`config.mk`:
```
export PLATFORM = sky130hd
export DESIGN_NAME = framed_ser_tx
export DESIGN_NICKNAME = d
export VERILOG_FILES = /design/src/rtl/ser_tx_pkg.sv /design/src/rtl/bit_timer.sv /design/src/rtl/frame_shifter.sv /design/src/rtl/recovery_ctrl.sv /design/src/rtl/framed_ser_tx.sv
export SDC_FILE = /design/constraint.sdc
export NUM_CORES = 1
export LEC_CHECK = 0
export CORE_MARGIN = 4
export CORE_UTILIZATION = 50
export CTS_BUF_LIST = sky130_fd_sc_hd__clkbuf_8 sky130_fd_sc_hd__clkbuf_16
export CTS_CLUSTER_DIAMETER = 200
export DETAILED_ROUTE_END_ITERATION = 12
export HOLD_SLACK_MARGIN = 0.08
export PLACE_DENSITY = 0.8
export SYNTH_ARGS = -nofsm -noshare
export SYNTH_HDL_FRONTEND = slang
export SYNTH_SLANG_ARGS = --single-unit
```
`constraint.sdc`:
```
create_clock -name clk -period 3 [get_ports clk]
set_input_delay 0.45 -clock clk [delete_from_list [all_inputs] [get_ports clk]]
set_output_delay 0.45 -clock clk [all_outputs]
set_load 0.005 [all_outputs]
```
`src/rtl/ser_tx_pkg.sv`:
```
package ser_tx_pkg;

    localparam int DATA_W  = 22;
    localparam int FRAME_W = DATA_W + 3;
    localparam int IDX_W   = $clog2(FRAME_W);

    typedef enum logic [1:0] {
        CTL_OFF   = 2'd0,
        CTL_START = 2'd1,
        CTL_RUN   = 2'd2,
        CTL_QUIET = 2'd3
    } ctl_state_e;

    // start bit at position 0, data LSB first, two inverted markers on top
    function automatic logic [FRAME_W-1:0] build_frame(input logic [DATA_W-1:0] d);
        return {~d[DATA_W-1], ~d[DATA_W-1], d, 1'b0};
    endfunction

endpackage

```
`src/rtl/bit_timer.sv`:
```
module bit_timer
    import ser_tx_pkg::*;
#(
    parameter int BIT_DIV = 4
) (
    input  logic             clk,
    input  logic             rst,
    input  logic             run,
    output logic             tick,
    output logic             last_bit,
    output logic [IDX_W-1:0] bit_idx
);
    localparam int DW = (BIT_DIV > 1) ? $clog2(BIT_DIV) : 1;
    localparam logic [DW-1:0]    DIV_LAST = DW'(BIT_DIV - 1);
    localparam logic [IDX_W-1:0] IDX_LAST = IDX_W'(FRAME_W - 1);

    logic [DW-1:0] div_cnt;

    assign tick     = run && (div_cnt == DIV_LAST);
    assign last_bit = (bit_idx == IDX_LAST);

    always_ff @(posedge clk) begin
        if (rst || !run) begin
            div_cnt <= '0;
            bit_idx <= '0;
        end else if (tick) begin
            div_cnt <= '0;
            bit_idx <= last_bit ? '0 : bit_idx + 1'b1;
        end else begin
            div_cnt <= div_cnt + 1'b1;
        end
    end


    bit_hold_chk: assert property (@(posedge clk) disable iff (rst)
        (run && !tick) |=> (bit_idx == $past(bit_idx)));

endmodule

```
`src/rtl/frame_shifter.sv`:
```
module frame_shifter
    import ser_tx_pkg::*;
(
    input  logic              clk,
    input  logic              rst,
    input  logic              load,
    input  logic              shift,
    input  logic [DATA_W-1:0] din,
    output logic              ser_bit
);
    logic [FRAME_W-1:0] shreg;

    always_ff @(posedge clk) begin
        if (rst) begin
            shreg <= '0;
        end else if (load) begin
            shreg <= build_frame(din);
        end else if (shift) begin
            shreg <= {1'b0, shreg[FRAME_W-1:1]};
        end
    end

    assign ser_bit = shreg[0];


    start_bit_chk: assert property (@(posedge clk) disable iff (rst)
        load |=> !ser_bit);

endmodule

```
`src/rtl/recovery_ctrl.sv`:
```
module recovery_ctrl
    import ser_tx_pkg::*;
#(
    parameter int QUIET_CYC = 100
) (
    input  logic       clk,
    input  logic       rst,
    input  logic       pwrdn_n,
    input  logic       link_pullup,
    input  logic       word_done,
    output ctl_state_e state,
    output logic       run,
    output logic       load,
    output logic       quiet
);
    localparam int QW = $clog2(QUIET_CYC + 1);
    localparam logic [QW-1:0] Q_LAST = QW'(QUIET_CYC - 1);

    ctl_state_e nxt;
    logic [QW-1:0] qcnt;

    always_comb begin
        nxt = state;
        if (!pwrdn_n) begin
            nxt = CTL_OFF;
        end else begin
            case (state)
                CTL_OFF:   nxt = CTL_START;
                CTL_START: nxt = CTL_RUN;
                CTL_RUN:   if (link_pullup) nxt = CTL_QUIET;
                CTL_QUIET: if (qcnt == Q_LAST) nxt = CTL_START;
                default:   nxt = CTL_OFF;
            endcase
        end
    end

    always_ff @(posedge clk) begin
        if (rst) begin
            state <= CTL_OFF;
            qcnt  <= '0;
        end else begin
            state <= nxt;
            qcnt  <= (state == CTL_QUIET) ? qcnt + 1'b1 : '0;
        end
    end

    assign run   = (state == CTL_RUN);
    assign quiet = (state == CTL_QUIET);
    assign load  = pwrdn_n && ((state == CTL_START) ||
                   (run && word_done && !link_pullup));


    quiet_cause_chk: assert property (@(posedge clk) disable iff (rst)
        $rose(quiet) |-> $past(link_pullup));


    quiet_bound_chk: assert property (@(posedge clk) disable iff (rst)
        quiet |-> (qcnt < QW'(QUIET_CYC)));

endmodule

```
`src/rtl/framed_ser_tx.sv`:
```
module framed_ser_tx
    import ser_tx_pkg::*;
#(
    parameter int BIT_DIV   = 4,
    parameter int QUIET_CYC = 100
) (
    input  logic              clk,
    input  logic              rst,
    input  logic              pwrdn_n,
    input  logic              link_pullup,
    input  logic [DATA_W-1:0] din,
    output logic              sdo,
    output logic              word_load,
    output logic              quiet
);
    localparam logic [IDX_W-1:0] IDX_PRE = IDX_W'(FRAME_W - 2);

    ctl_state_e       state;
    logic             run, tick, last_bit, ser_bit;
    logic [IDX_W-1:0] bit_idx;

    bit_timer #(.BIT_DIV(BIT_DIV)) u_timer (
        .clk      (clk),
        .rst      (rst),
        .run      (run),
        .tick     (tick),
        .last_bit (last_bit),
        .bit_idx  (bit_idx)
    );

    recovery_ctrl #(.QUIET_CYC(QUIET_CYC)) u_ctrl (
        .clk         (clk),
        .rst         (rst),
        .pwrdn_n     (pwrdn_n),
        .link_pullup (link_pullup),
        .word_done   (tick && last_bit),
        .state       (state),
        .run         (run),
        .load        (word_load),
        .quiet       (quiet)
    );

    frame_shifter u_shift (
        .clk     (clk),
        .rst     (rst),
        .load    (word_load),
        .shift   (run && tick && !last_bit),
        .din     (din),
        .ser_bit (ser_bit)
    );

    assign sdo = (state == CTL_RUN) ? ser_bit : 1'b0;


    pwrdn_quiet_chk: assert property (@(posedge clk) disable iff (rst)
        !pwrdn_n |=> (!sdo && !word_load && !quiet));


    marker_pair_chk: assert property (@(posedge clk) disable iff (rst)
        (tick && bit_idx == IDX_PRE && pwrdn_n && !link_pullup) |=> (sdo == $past(sdo)));


    strobe_pulse_chk: assert property (@(posedge clk) disable iff (rst)
        word_load |=> !word_load);

endmodule

```
# Word-level counts from Yosys, hierarchy flattened
# Cells that the tools add are included.
[classes]
addsub = 3
eq_ne = 8
muxes = 7
bitwise_logic = 3
n_reduce_logical = 19
[op_table]
columns = ["op", "count"]
rows = [
  ["$mux W25", 2],
  ["$pmux W2 S4", 1],
  ["$reduce_or A2 Y1", 4],
  ["$add A7 B1 Y7 const B", 1],
  ["$eq A7 B7 Y1 const B", 1],
  ["$logic_and A1 B1 Y1", 7],
  ["$eq A2 B2 Y1 const B", 3],
  ["$add A5 B1 Y5 const B", 1],
  ["$eq A5 B5 Y1 const B", 1],
  ["$mux W5", 1],
  ["$mux W2", 2],
  ["$logic_not A1 Y1", 3],
  ["$not A1 Y1", 3],
  ["$add A2 B1 Y2 const B", 1],
  ["$eq A2 B1 Y1 const B", 1],
  ["$logic_not A2 Y1", 1],
  ["$logic_or A1 B1 Y1", 2],
  ["$ne A2 B1 Y1 const B", 1],
  ["$ne A2 B2 Y1 const B", 1],
  ["$reduce_and A2 Y1", 1],
  ["$reduce_bool A2 Y1", 1],
  ["$mux W1", 1],
]
[totals]
ff_bits = 41
in_bits = 26
output_inout_bits = 3
elab_cells = 46

# Longest topological paths before layout
# Gate-level depths: netlist of the first run.
[logic_depth]
depth_word = 8
depth_mapped = 8
ltp_nobuf = 7

# Hierarchy
# From an unflattened synthesis of the first run, not the netlist that was laid out.
[unflattened]
cells_unflattened = 198
hier_area_um2 = 2015.7
[by_module_without_submodules]
columns = ["mod", "instances", "cells_each", "area_each_um2", "seq_area_each_um2"]
rows = [
  ["frame_shifter", 1, 109, 1218.7, 500.5],
  ["recovery_ctrl", 1, 49, 444.2, 180.2],
  ["bit_timer", 1, 37, 327.8, 140.1],
  ["framed_ser_tx", 1, 3, 25.0, 0.0],
]

# Worst setup path before layout of the first run
# Ideal clock, no wire load.
[synth_path]
path_type = "register to output"
start = "register u_ctrl.state[0]"
end = "output port word_load"
arrival_ps = 1295
t_required_ps = 2550
setup_slack_ps = 1255
path_stages_with_launch = 7
path_buffers = 1
cell_sequence = "dfxtp_1 > inv_1 > ha_1 > and4b_1 > a21oi_4 > inv_4 > buf_6"
[synth_between]
elab_chain_len = 7
elab_cells_between_ends = 8
classes_between = "2 x eq/ne; 6 x reduce/logical"
[synth_rtl]
columns = ["element", "line_no", "text"]
rows = [
  ["start: declaration", "recovery_ctrl.sv:11", "output ctl_state_e state,"],
  ["start signal: assignment", "recovery_ctrl.sv:42", "state <= nxt;"],
  ["$eq A2 B2 Y1", "recovery_ctrl.sv:47", "assign run = (state == CTL_RUN);"],
  ["$logic_and A1 B1 Y1", "bit_timer.sv:19", "assign tick = run && (div_cnt == DIV_LAST);"],
  ["$logic_and A1 B1 Y1", "framed_ser_tx.sv:36", ".word_done (tick && last_bit),"],
  ["$logic_and A1 B1 Y1 (2 in a row)", "recovery_ctrl.sv:50", "(run && word_done && !link_pullup));"],
  ["$logic_or A1 B1 Y1 *", "recovery_ctrl.sv:49", "assign load = pwrdn_n && ((state == CTL_START) ||"],
  ["$logic_and A1 B1 Y1 *", "recovery_ctrl.sv:49", ""],
  ["end: declaration", "framed_ser_tx.sv:13", "output logic word_load,"],
]
# Mark *: on every way between the ends. The rest lies on a longest branch, timed or not.

# Worst setup path after layout of the first run
[layout_path]
start = "register u_timer.div_cnt[0]"
end = "output port word_load"
[layout_between]
elab_chain_len = 7
[layout_rtl]
columns = ["element", "line_no", "text"]
rows = [
  ["start: declaration", "bit_timer.sv:17", "logic [DW-1:0] div_cnt;"],
  ["start signal: assignment", "bit_timer.sv:30", "div_cnt <= div_cnt + 1'b1;"],
  ["$eq A2 B2 Y1", "bit_timer.sv:19", ""],
  ["$logic_and A1 B1 Y1", "bit_timer.sv:19", ""],
  ["$logic_and A1 B1 Y1", "framed_ser_tx.sv:36", ""],
  ["$logic_and A1 B1 Y1 (2 in a row)", "recovery_ctrl.sv:50", ""],
  ["$logic_or A1 B1 Y1", "recovery_ctrl.sv:49", ""],
  ["$logic_and A1 B1 Y1", "recovery_ctrl.sv:49", ""],
]
# No other way between the ends.

==> metrics.md, run 1 <==
| Metric | Value |
|---|---|
| Starting Density | `51.9%` |
| Avg Inst Size Synth | `8.64 um^2` |
| Syn nets | `253` |
| Hold Vio Cnt, Final | `0` |
| Largest net degree at the start of global routing | `29` |
| Max-cap violations | `0` |
| HP Start | `u_shift.shreg[2]$_SDFFE_PP0P_` |
| Most used DFF post-synth | `dfxtp_1` |
| Critical Path Max Stage Delay | `550 ps` |
| Critical R2R Capture | `u_shift.shreg[8]$_SDFFE_PP0P_` |
| Die height | `roughly 70 um` |
| CTS max path bufs | `2` |
| Post-synthesis cell area | `1900 um^2` |
| Clock transition at path regs | `90 ps` |
| Worst Tran Pin Value | `between 800 and 900 ps` |
| Pwr/cell area | `approximately 450 nW/um^2` |
| CP startpoint kind | `flop` |
| First-pass GRT wire length | `6730 um` |
| Fin Hold WS | `around 450 ps` |
| Delay-heaviest family, CP | `buffers and inverters` |
| # clock sinks | `41` |
| Leakage | `a little under 0.8 nW` |
| Filler Cell Count | `328` |
| Number of synthesized flops with an enable pin | `0` |
| RSZ-0062 raised after global routing | `false` |
| Dpl ws | `494 ps` |
| Worst hold path class | `flop to flop` |
| DP Area | `2180 um^2` |
| Leading cell type in the layout, fill and taps excluded | `dfxtp_1` |
| Max_slew headroom | `46.2%` |
| Worst path depth | `5` |
| CP bufs+invs | `2` |
| Cell count after synthesis | `220` |
| I/O Pins | `29` |
| Sequential area share after synthesis | `43.2%` |
| Total number of vias | `1592` |
| Hold Path End | `u_shift.shreg[1]$_SDFFE_PP0P_` |
| FF+latch count, synth | `41` |
| CTS tree | `done` |
| Setup violations, final | `0` |
| # DRC | `0` |
| Tcrit/Tclk final | `a little under 90%` |
| Final worst setup slack | `~370 ps` |
| Worst reg-to-reg path cell count | `6` |
| Fin nets | `roughly 280` |
| Buffers added on ports | `28` |
| Vias in the first global route | `1528` |
| Reg area | `821 um^2` |
| Total GRT Usage | `16.7%` |
| Critical path endpoint category | `output port` |
| Setup Buffers After CTS | `0` |
| Routed length per instance | `approximately 13 um` |
| Clock latency on the worst-skew pair | `300 ps` |
| Max IR drop VDD | `0.000354 V` |
| Hpwl dp | `2590 um` |
| Layout Cells excl Fill | `294` |
| Initial DRC Count | `92` |
| CP startpoint | `u_timer.div_cnt[0]$_SDFF_PP0_` |
| Gate power share | `9.5%` |
| Die Area | `4850 um^2` |
| Crit-path slowest cell | `clkdlybuf4s50_1` |
| Clock Tree Root | `clkbuf_8` |
| Clock Power Share | `roughly a third` |
| Via/cell ratio | `5.41` |
| Share of synthesized flip-flops with an asynchronous set or reset | `0%` |
| Gp weighted congestion | `around 0.8` |
| Core area | `3660 um^2` |
| Initial antenna violation count | `0` |
| Post-cts hold buffer count | `0` |
| Die width | `roughly 70 um` |
| Hold path depth | `2` |
| Kind of critical path | `flop to output port` |
| Fmax | `380 MHz` |
| Net Sw Frac | `24.2%` |
| Final period demand of the worst path | `2630 ps` |
| Sequential share of power | `55.9%` |
| Int Pwr | `779 uW` |
| Remaining antenna violation count | `0` |
| Share of cells above drive strength 1 | `7.72%` |
| ANT cells | `0` |
| Resize count post-CTS | `0` |
| Yosys warning total | `0` |
| Final setup skew | `a little under 9 ps` |
| DR pass1 iterations | `4` |
| Status | `finished, final reports clean` |
| Critical Path Fanout Max | `26` |
| Slew Viols, Final | `0` |
| Most frequent cells in the layout | `41 x dfxtp_1, 32 x nor2_1, 28 x nand2_1, 28 x clkdlybuf4s50_1, 26 x a21oi_1` |
| Fin area | `2260 um^2` |
| Final TNS setup | `0 ps` |
| Gr ovfl total | `0` |
| Placed Cells | `286` |
| H-tree Lvls | `2` |
| Num CTS Buffers | `5` |
| Post-layout util | `61.9%` |
| Tot Pwr | `between 1 and 1.5 mW` |
| Area of the multi-input gates | `about 960 um^2` |
| Row cnt | `22` |
| Net switching power | `248 uW` |
| Synth-to-Final Area Change | `19.1%` |
| Worst reg2reg setup slack | `960 ps` |
| Critical-path cell list | `ha_1 > and4b_1 > a21oi_4 > inv_4 > clkdlybuf4s50_1` |
| Yosys cell types | `39` |
| Worst R2R Start | `u_timer.div_cnt[0]$_SDFF_PP0_` |
| CP Data Arrival Time | `2180 ps` |
| Routed Wire Length | `3810 um` |
| Required time of the critical path | `2550 ps` |
power groups by stage:
stage               Combinational [mW]  Sequential, mW  Clock (mW)
floorplan                       0.0542           0.584           0
global placement                0.0947           0.586           0
detailed placement              0.0971           0.586           0
CTS                             0.0981           0.574       0.363
global route                     0.109           0.577       0.387
finish                          0.0972           0.574       0.356
worst max path at each step:
stage | endpoint | slack (ps)
2_1_floorplan | word_load | 1250
3_3_place_gp | word_load | 500
3_5_place_dp | word_load | 490
4_1_cts | word_load | 350
5_1_grt | word_load | 240
6_report | word_load | 370
synthesized netlist by cell type (4+ instances only):
| cell | number | area, um^2 |
|---|---|---|
| nor2_1 | 32 | 120 |
| nand2b_1 | 4 | 25.0 |
| buf_4 | 8 | 60.1 |
| nand2_1 | 28 | 105 |
| a211oi_1 | 22 | 165 |
| dfxtp_1 | 41 | 821 |
| a21oi_1 | 26 | 130 |
| inv_1 | 6 | 22.5 |
| ha_1 | 7 | 87.6 |
| xor2_1 | 4 | 35.0 |
| and2_1 | 4 | 25.0 |
final cells by class:
type | instances | share of cell area, %
Multi-Input combinational cell | 159 | 42.6
Sequential cell | 41 | 36.2
Timing Repair Buffer | 31 | 13.4
Clock buffer | 5 | 3.04
Tap cell | 48 | 2.65
Inverter | 7 | 1.27
Clock inverter | 3 | 0.829
sequential cells by signal, indices dropped and copies added, names as in the netlist:
name and count:
u_timer.div_cnt 2, u_shift.shreg 25, u_ctrl.state 2, u_timer.bit_idx 5
u_ctrl.qcnt 7
layer usage:
layer | vias up | wire length, um | global-route usage [%]
met5 | - | 0 | 0
met4 | 0 | 57 | 5.53
met3 | 8 | 217 | 5.94
met2 | 37 | 1770 | 26.4
met1 | 733 | 1770 | 21.2
li1 | 814 | - | -
worst reg2reg max path, stage by stage (launching register included):
cell and delay, ps:
dfxtp_1 350, ha_1 380, and2_4 230, and2_1 470
buf_4 260, nand2_1 60, a211oi_1 200
logic make-up (layout without fill, tap and decap cells):
| group | Yosys count | after routing | synth area share (%) |
|---|---|---|---|
| AND/OR/NAND/NOR | 84 | 84 | 20.7 |
| AO/OA/AOI/OAI | 60 | 60 | 21.5 |
| flip-flops | 41 | 41 | 43.2 |
| buffers and inverters | 20 | 46 | 6.12 |
| adder cells (fa/ha/maj) | 7 | 7 | 4.61 |
| XOR/XNOR | 5 | 5 | 2.30 |
| multiplexers | 3 | 3 | 1.64 |
Note: power is estimated with default switching activity, not from simulation.
==> inputs of run 2 (changes only) <==
DONT_BUFFER_PORTS = 1   (was default)
GPL_TIMING_DRIVEN = 1   (was default)
PLACE_DENSITY = 0.7   (was 0.8)
==> run 2 against run 1 <==
  * Total power rose by 3.2%
  * Sequential power barely moved
  * Via count fell by 7.4%
  * Non-clock buffer count fell by 30
  * Largest cell class unchanged
  * Maximum frequency rose by 22%
  * Register-to-register slack got worse by 20 ps
  * Combinational power fell by 44%
  * Worst hold slack got worse by 240 ps
  * Core utilization fell by 7.6 points
  * Count of clock-buffer cells in the layout did not move
  * Die area did not move
  * Design area fell by 12%
==> metrics.md, run 2 (synthesis results as in run 1) <==
| Metric | Value |
|---|---|
| GRT met2 Usage | `24.6%` |
| Initial antenna violation count | `0` |
| Routed length per instance | `between 10 and 15 um` |
| Filler Cell Count | `348` |
| Leading cell type in the layout, fill and taps excluded | `dfxtp_1` |
| Area of the multi-input gates | `965 um^2` |
| Critical Path Max Stage Delay | `390 ps` |
| Final TNS setup | `0 ps` |
| Fmax | `about 460 MHz` |
| Total GRT Usage | `15.9%` |
| Final worst setup slack | `844 ps` |
| Status | `finished, final reports clean` |
| Buffers added on ports | `0` |
| Most flops, register | `u_shift.shreg` |
| Routed Wire Length | `~3600 um` |
| Num CTS Buffers | `5` |
| Critical-path cell list | `inv_1 > ha_1 > and4b_1 > a21oi_4 > inv_4` |
| Worst reg2reg setup slack | `940 ps` |
| Layout Cells excl Fill | `between 200 and 300` |
| Largest register FFs | `25` |
| RSZ-0062 raised after global routing | `false` |
| Placed Cells | `256` |
| Clock latency on the worst-skew pair | `300 ps` |
| Die width | `69.7 um` |
| Hold Vio Cnt, Final | `0` |
| Pwr/cell area | `534 nW/um^2` |
| CTS max path bufs | `2` |
| Clock transition at path regs | `roughly 80 ps` |
| Most frequent cells in the layout | `41 x dfxtp_1, 32 x nor2_1, 28 x nand2_1, 26 x a21oi_1, 22 x a211oi_1` |
| Met3 usage | `6.23%` |
| DR pass1 iterations | `4` |
| Worst reg-to-reg path cell count | `5` |
| Gp weighted congestion | `around 0.74` |
| Crit-path slowest cell | `dfxtp_1` |
| Hold Path End | `u_shift.shreg[23]$_SDFFE_PP0P_` |
| Worst Tran Pin Value | `834 ps` |
| Critical Path Fanout Max | `26` |
| Die height | `69.7 um` |
| Setup violations, final | `0` |
| Total number of vias | `1474` |
| CP startpoint kind | `flop` |
| # DRC | `0` |
| Biggest regs | `u_shift.shreg: 25 flops, u_ctrl.qcnt: 7 flops, u_timer.bit_idx: 5 flops` |
| Kind of critical path | `flop to output port` |
| HP Start | `rst` |
| Resize count post-CTS | `0` |
| Clock Tree Root | `clkbuf_8` |
| First-pass GRT wire length | `6350 um` |
| Critical R2R Capture | `u_shift.shreg[15]$_SDFFE_PP0P_` |
| Vias in the first global route | `1477` |
| # clock sinks | `41` |
| Leakage | `0.676 nW` |
| Share of cells above drive strength 1 | `7.91%` |
| Gr ovfl total | `0` |
| Die Area | `between 4000 and 5000 um^2` |
| Fin nets | `between 200 and 250` |
| Final period demand of the worst path | `between 2000 and 2500 ps` |
| Required time of the critical path | `approximately 2600 ps` |
| CTS tree | `done` |
| Max-cap violations | `0` |
| Remaining antenna violation count | `0` |
| Via/cell ratio | `5.60` |
| Dpl ws | `between 900 and 1000 ps` |
| I/O Pins | `29` |
| Slew Viols, Final | `0` |
| Worst hold path class | `input pin to flop` |
| Setup Buffers After CTS | `0` |
| Starting Density | `51.9%` |
| Row cnt | `22` |
| Busiest grt layer | `met2` |
| Final setup skew | `between 8 and 9 ps` |
| Core area | `3660 um^2` |
| Hold path depth | `1` |
| Tcrit/Tclk final | `slightly above 70%` |
| Max IR drop VDD | `0.000302 V` |
| CP Data Arrival Time | `1710 ps` |
| Worst R2R Start | `u_timer.div_cnt[0]$_SDFF_PP0_` |
| Hpwl dp | `2500 um` |
| Synth-to-Final Area Change | `4.41%` |
| Largest net degree at the start of global routing | `29` |
| Critical path endpoint category | `output port` |
| ANT cells | `0` |
| Max_slew headroom | `44.3%` |
| Reg area | `821 um^2` |
| Met1 Track Usage GR | `20.0%` |
| Initial DRC Count | `77` |
| Post-cts hold buffer count | `0` |
| H-tree Lvls | `2` |
run 2: changes by cell type in the layout (fill, tap and decap cells not counted), sizes merged:
cell / previous run / this run
buf: 3 / 1
clkdlybuf4s50: 28 / 0
clkinv: 0 / 1
clkinvlp: 2 / 0
inv: 8 / 7
bufinv: 0 / 1
run 2: worst max-delay path: cells and delay by family, from the launching register on:
kind | cells | cell delay, ps
buffers and inverters | 2 | 240
DFF | 1 | 390
and+or+nand+nor | 1 | 250
adders and majority gates | 1 | 250
AOI/OAI and AO/OA | 1 | 280
run 2: worst max-delay path by stage:
stage	cells after the start	start	to
CTS	5	u_ctrl.state[0]$_SDFFE_PP0P_	word_load
floorplan	6	u_ctrl.state[0]$_SDFFE_PP0P_	word_load
detailed placement	5	u_timer.div_cnt[0]$_SDFF_PP0_	u_shift.shreg[15]$_SDFFE_PP0P_
global route	5	u_timer.div_cnt[0]$_SDFF_PP0_	u_shift.shreg[15]$_SDFFE_PP0P_
finish	5	u_ctrl.state[0]$_SDFFE_PP0P_	word_load
global placement	5	u_timer.div_cnt[0]$_SDFF_PP0_	u_shift.shreg[22]$_SDFFE_PP0P_
run 2: stage by stage:
| stage | utilization, % | instance area (um^2) | power (mW) | hold WS [ps] |
|---|---|---|---|---|
| floorplan | - | 1900 | 0.638 | 408 |
| global placement | 51.4 | 1880 | 0.640 | 415 |
| detailed placement | 51.4 | 1880 | 0.641 | 426 |
| CTS | 54.2 | 1990 | 1.07 | 199 |
| global route | 54.2 | 1990 | 1.10 | 196 |
| finish | 54.2 | 1990 | 1.06 | 211 |
run 2: cell type report:
| class | instances | area share, % |
|---|---|---|
| timing repair buffer | 1 | 0.378 |
| multi-input combinational | 159 | 48.6 |
| sequential | 41 | 41.3 |
| inverter | 7 | 1.45 |
| clock inverter | 2 | 1.76 |
| tap | 48 | 3.02 |
| clock buffer | 5 | 3.47 |
run 2: power by group:
group          internal (mW)  switching, mW
registers              0.563         0.0107
logic                 0.0253         0.0291
clock network          0.242          0.190
run 2: metal layers:
layer | vias up | share of wire (%)
met4 | 0 | 1.6
met1 | 689 | 48
met3 | 6 | 4.9
met5 | - | 0
li1 | 754 | -
met2 | 25 | 46
